<file path="src/rtl/cursor_pkg.sv">
package cursor_pkg;
  localparam int CUR_DIM = 16;
  localparam int IDX_W   = $clog2(CUR_DIM);
  localparam int WIN_W   = IDX_W + 1;
  typedef logic [CUR_DIM-1:0] row_t;
  typedef logic [IDX_W-1:0]   idx_t;
endpackage

</file>
<file path="src/rtl/cursor_store.sv">
module cursor_store
  import cursor_pkg::*;
#(
  parameter int MEM_AW = 13
) (
  input  logic              clk,
  input  logic              rst_n,
  input  logic              wr_en,
  input  logic [MEM_AW-1:0] wr_addr,
  input  logic [15:0]       wr_data,
  input  idx_t              rd_row,
  output row_t              mask_row,
  output row_t              shape_row
);
  localparam int HI_W = MEM_AW - WIN_W;

  row_t [CUR_DIM-1:0] mask_q;
  row_t [CUR_DIM-1:0] shape_q;

  logic in_win;
  logic plane_sel;
  idx_t wr_row;

  assign in_win    = wr_en && (&wr_addr[MEM_AW-1 -: HI_W]);
  assign plane_sel = wr_addr[WIN_W-1];
  assign wr_row    = wr_addr[IDX_W-1:0];

  for (genvar r = 0; r < CUR_DIM; r++) begin : g_row
    always_ff @(posedge clk) begin
      if (!rst_n) begin
        mask_q[r]  <= '0;
        shape_q[r] <= '0;
      end else if (in_win && wr_row == idx_t'(r)) begin
        if (plane_sel) shape_q[r] <= wr_data;
        else           mask_q[r]  <= wr_data;
      end
    end
  end

  assign mask_row  = mask_q[rd_row];
  assign shape_row = shape_q[rd_row];

  assert_low_write_ignored_R2: assert property (@(posedge clk) disable iff (!rst_n)
    (wr_en && !(&wr_addr[MEM_AW-1 -: HI_W])) |=> ($stable(mask_q) && $stable(shape_q)));
endmodule

</file>
<file path="src/rtl/cursor_hit.sv">
module cursor_hit
  import cursor_pkg::*;
#(
  parameter int COORD_W = 11
) (
  input  logic               clk,
  input  logic               rst_n,
  input  logic               frame_start,
  input  logic [COORD_W-1:0] cur_x,
  input  logic [COORD_W-1:0] cur_y,
  input  logic [COORD_W-1:0] pix_x,
  input  logic [COORD_W-1:0] pix_y,
  output logic               hit,
  output idx_t               row,
  output idx_t               col
);
  logic [COORD_W-1:0] cx_q, cy_q;
  logic [COORD_W:0]   dx, dy;
  logic               in_x, in_y;

  always_ff @(posedge clk) begin
    if (!rst_n) begin
      cx_q <= '0;
      cy_q <= '0;
    end else if (frame_start) begin
      cx_q <= cur_x;
      cy_q <= cur_y;
    end
  end

  assign dx   = {1'b0, pix_x} - {1'b0, cx_q};
  assign dy   = {1'b0, pix_y} - {1'b0, cy_q};
  assign in_x = (dx[COORD_W:IDX_W] == '0);
  assign in_y = (dy[COORD_W:IDX_W] == '0);
  assign hit  = in_x && in_y;
  assign col  = dx[IDX_W-1:0];
  assign row  = dy[IDX_W-1:0];

  assert_origin_hold_R8: assert property (@(posedge clk) disable iff (!rst_n)
    !frame_start |=> ($stable(cx_q) && $stable(cy_q)));
endmodule

</file>
<file path="src/rtl/cursor_mix.sv">
module cursor_mix
  import cursor_pkg::*;
#(
  parameter int PIX_W = 8
) (
  input  logic             clk,
  input  logic             rst_n,
  input  logic             in_valid,
  output logic             in_ready,
  input  logic [PIX_W-1:0] in_pix,
  input  logic             hit,
  input  row_t             mask_row,
  input  row_t             shape_row,
  input  idx_t             col,
  output logic             out_valid,
  input  logic             out_ready,
  output logic [PIX_W-1:0] out_pix
);
  idx_t             bit_idx;
  logic             hide, shape_bit, take;
  logic [PIX_W-1:0] mixed;

  assign bit_idx   = ~col;
  assign hide      = hit && mask_row[bit_idx];
  assign shape_bit = shape_row[bit_idx];
  assign mixed     = hide ? {PIX_W{shape_bit}} : in_pix;
  assign in_ready  = !out_valid || out_ready;
  assign take      = in_valid && in_ready;

  always_ff @(posedge clk) begin
    if (!rst_n) begin
      out_valid <= 1'b0;
      out_pix   <= '0;
    end else begin
      if (take)           out_valid <= 1'b1;
      else if (out_ready) out_valid <= 1'b0;
      if (take)           out_pix   <= mixed;
    end
  end

  assert_hold_R9: assert property (@(posedge clk) disable iff (!rst_n)
    (out_valid && !out_ready) |=> (out_valid && $stable(out_pix)));
  assert_accept_R9: assert property (@(posedge clk) disable iff (!rst_n)
    (in_valid && in_ready) |=> out_valid);
  assert_pass_R7: assert property (@(posedge clk) disable iff (!rst_n)
    (take && !hit) |=> (out_pix == $past(in_pix)));
  assert_ones_R5: assert property (@(posedge clk) disable iff (!rst_n)
    (take && hit && mask_row[bit_idx] && shape_row[bit_idx]) |=> (&out_pix));
  assert_zeros_R6: assert property (@(posedge clk) disable iff (!rst_n)
    (take && hit && mask_row[bit_idx] && !shape_row[bit_idx]) |=> (out_pix == '0));
endmodule

</file>
<file path="src/rtl/cursor_overlay.sv">
module cursor_overlay
  import cursor_pkg::*;
#(
  parameter int MEM_AW  = 13,
  parameter int COORD_W = 11,
  parameter int PIX_W   = 8
) (
  input  logic               clk,
  input  logic               rst_n,
  input  logic               wr_en,
  input  logic [MEM_AW-1:0]  wr_addr,
  input  logic [15:0]        wr_data,
  input  logic               frame_start,
  input  logic [COORD_W-1:0] cur_x,
  input  logic [COORD_W-1:0] cur_y,
  input  logic               in_valid,
  output logic               in_ready,
  input  logic [COORD_W-1:0] in_x,
  input  logic [COORD_W-1:0] in_y,
  input  logic [PIX_W-1:0]   in_pix,
  output logic               out_valid,
  input  logic               out_ready,
  output logic [PIX_W-1:0]   out_pix
);
  logic hit;
  idx_t row, col;
  row_t mask_row, shape_row;

  cursor_store #(.MEM_AW(MEM_AW)) u_store (
    .clk(clk), .rst_n(rst_n), .wr_en(wr_en), .wr_addr(wr_addr),
    .wr_data(wr_data), .rd_row(row), .mask_row(mask_row), .shape_row(shape_row)
  );

  cursor_hit #(.COORD_W(COORD_W)) u_hit (
    .clk(clk), .rst_n(rst_n), .frame_start(frame_start), .cur_x(cur_x),
    .cur_y(cur_y), .pix_x(in_x), .pix_y(in_y), .hit(hit), .row(row), .col(col)
  );

  cursor_mix #(.PIX_W(PIX_W)) u_mix (
    .clk(clk), .rst_n(rst_n), .in_valid(in_valid), .in_ready(in_ready),
    .in_pix(in_pix), .hit(hit), .mask_row(mask_row), .shape_row(shape_row),
    .col(col), .out_valid(out_valid), .out_ready(out_ready), .out_pix(out_pix)
  );

  assert_ready_R10: assert property (@(posedge clk) disable iff (!rst_n)
    (out_valid && !out_ready) |-> !in_ready);
endmodule

</file>
<file path="config.mk">
export PLATFORM = sky130hd
export DESIGN_NAME = cursor_overlay
export DESIGN_NICKNAME = d
export VERILOG_FILES = /design/src/rtl/cursor_pkg.sv /design/src/rtl/cursor_store.sv /design/src/rtl/cursor_hit.sv /design/src/rtl/cursor_mix.sv /design/src/rtl/cursor_overlay.sv
export SDC_FILE = /design/constraint.sdc
export NUM_CORES = 1
export LEC_CHECK = 0
export BUFFER_PORTS_ARGS = -buffer_cell sky130_fd_sc_hd__buf_4
export CORE_MARGIN = 1
export CORE_UTILIZATION = 45
export DETAILED_ROUTE_END_ITERATION = 8
export MAX_ROUTING_LAYER = met4
export PLACE_DENSITY = 0.6
export SLEW_MARGIN = 20
export SYNTH_ARGS = -nofsm -noshare
export SYNTH_HDL_FRONTEND = slang
export SYNTH_SLANG_ARGS = --single-unit
</file>
<file path="constraint.sdc">
create_clock -name clk -period 3.64 [get_ports clk]
set_input_delay 0.364 -clock clk [delete_from_list [all_inputs] [get_ports clk]]
set_output_delay 0.364 -clock clk [all_outputs]
set_load 0.02 [all_outputs]
</file>
==> impl_metrics.json <==
{
  "die_h_um": 241,
  "tightest_slew_ns": 1.07,
  "end_kind": "flop",
  "crit_chain": "ha_4 -> fa_4 -> buf_12 -> buf_12 -> mux4_2 -> mux4_2 -> a21oi_2 -> nor3_2 -> o311a_1 -> a21bo_4 -> o211ai_1",
  "postSynthAreaPerCell_um2": 8.81,
  "drtAntennaViolNets": 0,
  "status": "finished, violations left",
  "hold_path_class": "primary input to flop",
  "syn_area_mm2": 0.0257,
  "slew_headroom": 0.285,
  "ys_warn_count": 0,
  "async_flop_share": 0,
  "clockBufferDepth": 3,
  "ys_seq_elements": 543,
  "gp_congestion": 0.901,
  "drive_above_1_share": 0.162,
  "arrival_ns": 4.51,
  "cp.required_ns": 4.17,
  "layout.nets": 3107,
  "finalCritPeriodShare": 1.09,
  "powerDensity_mw_per_mm2": 464,
  "cp_max_fo": 8,
  "antenna_found_initial": 1,
  "synth_nets": 3033,
  "cts_buffers": 58,
  "start_util": 0.456,
  "yosys.area.top_type": "dfxtp_1",
  "ys_seq_area_frac": 0.423,
  "vias": 21592,
  "crit_type": "flop to flop",
  "dp_hpwl_um": 52300,
  "max-cap-violations": 0,
  "final_cell_mix": "nand2_1 (1,111), dfxtp_1 (542), a21boi_0 (515), buf_4 (205), mux4_2 (140)",
  "drtIter0Drc": 1754,
  "htreeDepth": 2,
  "violations": "setup timing",
  "synth_top_area_share": 0.423,
  "first_pass_iters": 5,
  "diodes": 0,
  "crit_path_max_incr_delay_ns": 0.89,
  "finalHoldViolations": 0,
  "reg2reg_slack_ns": -0.34,
  "place.port_buffers": 96,
  "fmax_mhz": 251,
  "clk_pin_slew_ns": 0.06,
  "fill_cells": 5170,
  "avgViaCountPerCell": 5.69,
  "ys.flop_type": "dfxtp_1",
  "grt_overflow": 0,
  "fin_crit_ns": 3.98,
  "dieArea_mm2": 0.0581,
  "tns_ns": -2.35,
  "ir_drop_uv": 337,
  "die_width_um": 241,
  "row_count": 87,
  "mostFrequentLayoutCell": "nand2_1",
  "cts_tree": "done",
  "io_pins": 97,
  "setup_viol": 8,
  "grt_max_degree": 196,
  "grt_pass1_wl_um": 127000,
  "wl_per_cell_um": 21.8,
  "syn_inst": 2922,
  "skew_ns": 0.00952,
  "grt_setup_unrepaired": "true",
  "area_growth_pct": 16.4,
  "cts_root_buf": "clkbuf_16",
  "p_leak_uw": 0.0100,
  "drcViolationCount": 0,
  "synth_area_leaders": "dfxtp_1 (42%), nand2_1 (16%), a21boi_0 (15%), mux4_2 (12%), clkbuf_1 (2.8%)",
  "cp_slowest_cell": "fa_4",
  "clock_latency_ns": 0.62,
  "utilization": 0.531,
  "start_kind": "flop",
  "synth_cell_type_count": 66,
  "grt.total_usage": 0.297,
  "finalWirelength_um": 82700,
  "grt_pass1_vias": 21385,
  "cts_sinks": 543,
  "timing.final.ws_setup_ns": -0.341,
  "slew_viol_final": 0,
  "core-area_mm2": 0.0564,
  "synth_edf_count": 0
}
==> worst paths after layout <==
kind	startpoint	end	depth (start not counted)
worst min register to register	u_store.mask_q[87]$_SDFFE_PN0P_	u_store.mask_q[87]$_SDFFE_PN0P_	2
worst max register to register	u_hit.cy_q[0]$_SDFFE_PN0P_	u_mix.out_pix[1]$_SDFFE_PN0P_	11
worst min-delay path	in_pix[6]	u_mix.out_pix[6]$_SDFFE_PN0P_	3
worst max-delay path	u_hit.cy_q[0]$_SDFFE_PN0P_	u_mix.out_pix[1]$_SDFFE_PN0P_	11
==> layer usage <==
metal,wire length (µm),global-route usage
met3,5590,0.0432
met2,38500,0.476
met5,0,-
met4,3940,0.139
met1,34700,0.369
==> through the flow <==
step	power, µW	cell area, µm²	hold WS (ns)	instances	setup slack (ns)
floorplan	7010	25700	0.440	2922	0.000777
CTS	14000	29900	0.00341	3797	-0.404
global route	14300	29900	0.0175	3797	-0.400
finish	13900	29900	0.0131	3797	-0.341
global placement	7580	27500	0.448	3669	-0.506
detailed placement	7590	27500	0.457	3669	-0.646
==> area by class of cell <==
type,instances,area [µm²],share of cell area
Multi-Input combinational cell,2112,13800,0.462
Sequential cell,543,10900,0.363
Timing Repair Buffer,244,2130,0.0712
Clock buffer,85,1730,0.0577
Tap cell,756,946,0.0316
Clock inverter,20,303,0.0101
Inverter,37,139,0.00464
==> critical path: cells and delay by family, from the launching register on <==
kind | cells | cell delay (ns)
muxes | 2 | 1.07
DFF | 1 | 0.33
adders and majority gates | 2 | 1.05
and+or+nand+nor | 1 | 0.05
buffers and inverters | 2 | 0.29
AOI/OAI and AO/OA | 4 | 1.08
==> state kept, by name, summed over array words and instances, names as in the netlist <==
signal and cells:
u_store.mask_q 256, u_hit.cy_q 11, u_hit.cx_q 11, u_mix.out_pix 8, u_mix.out_valid 1, u_store.shape_q 256
==> where the power goes <==
part | switching, µW | leakage (µW) | internal, µW
registers | 12.2 | 0.00438 | 5960
clock network | 2490 | 0.00100 | 3830
logic | 914 | 0.00464 | 691
total | 3420 | 0.0100 | 10500
==> repair_timing <==
item	4_1_cts	5_1_grt
pin swaps	15	9
hold buffers	17	0
endpoints found under the setup margin	8	8
endpoints found under the hold margin	17	0
resized for setup	28	6
buffers inserted	7	0
gates cloned	1	0
==> Yosys cell counts, drive strengths merged (12+ instances only) <==
cell    instances
o211ai         12
nor2b          30
buf            40
clkbuf        190
o21ai          21
ha             22
nand3          15
a21oi          25
nor2           55
a21boi        515
nand2        1112
inv            37
dfxtp         543
mux4          143
mux2i          34
==> logic make-up (layout without fill, tap and decap cells) <==
kind of cell               Yosys count  in the layout  share of synthesized area
buffers and inverters              267            386                     0.0448
DFF                                543            543                      0.423
adders and majority gates           24             24                     0.0123
xor gates and xnor gates             8              8                    0.00272
muxes                              178            178                      0.140
and+or+nand+nor                   1277           1277                      0.198
AOI/OAI and AO/OA                  625            625                      0.180
Note: power is estimated with default switching activity, not from simulation.
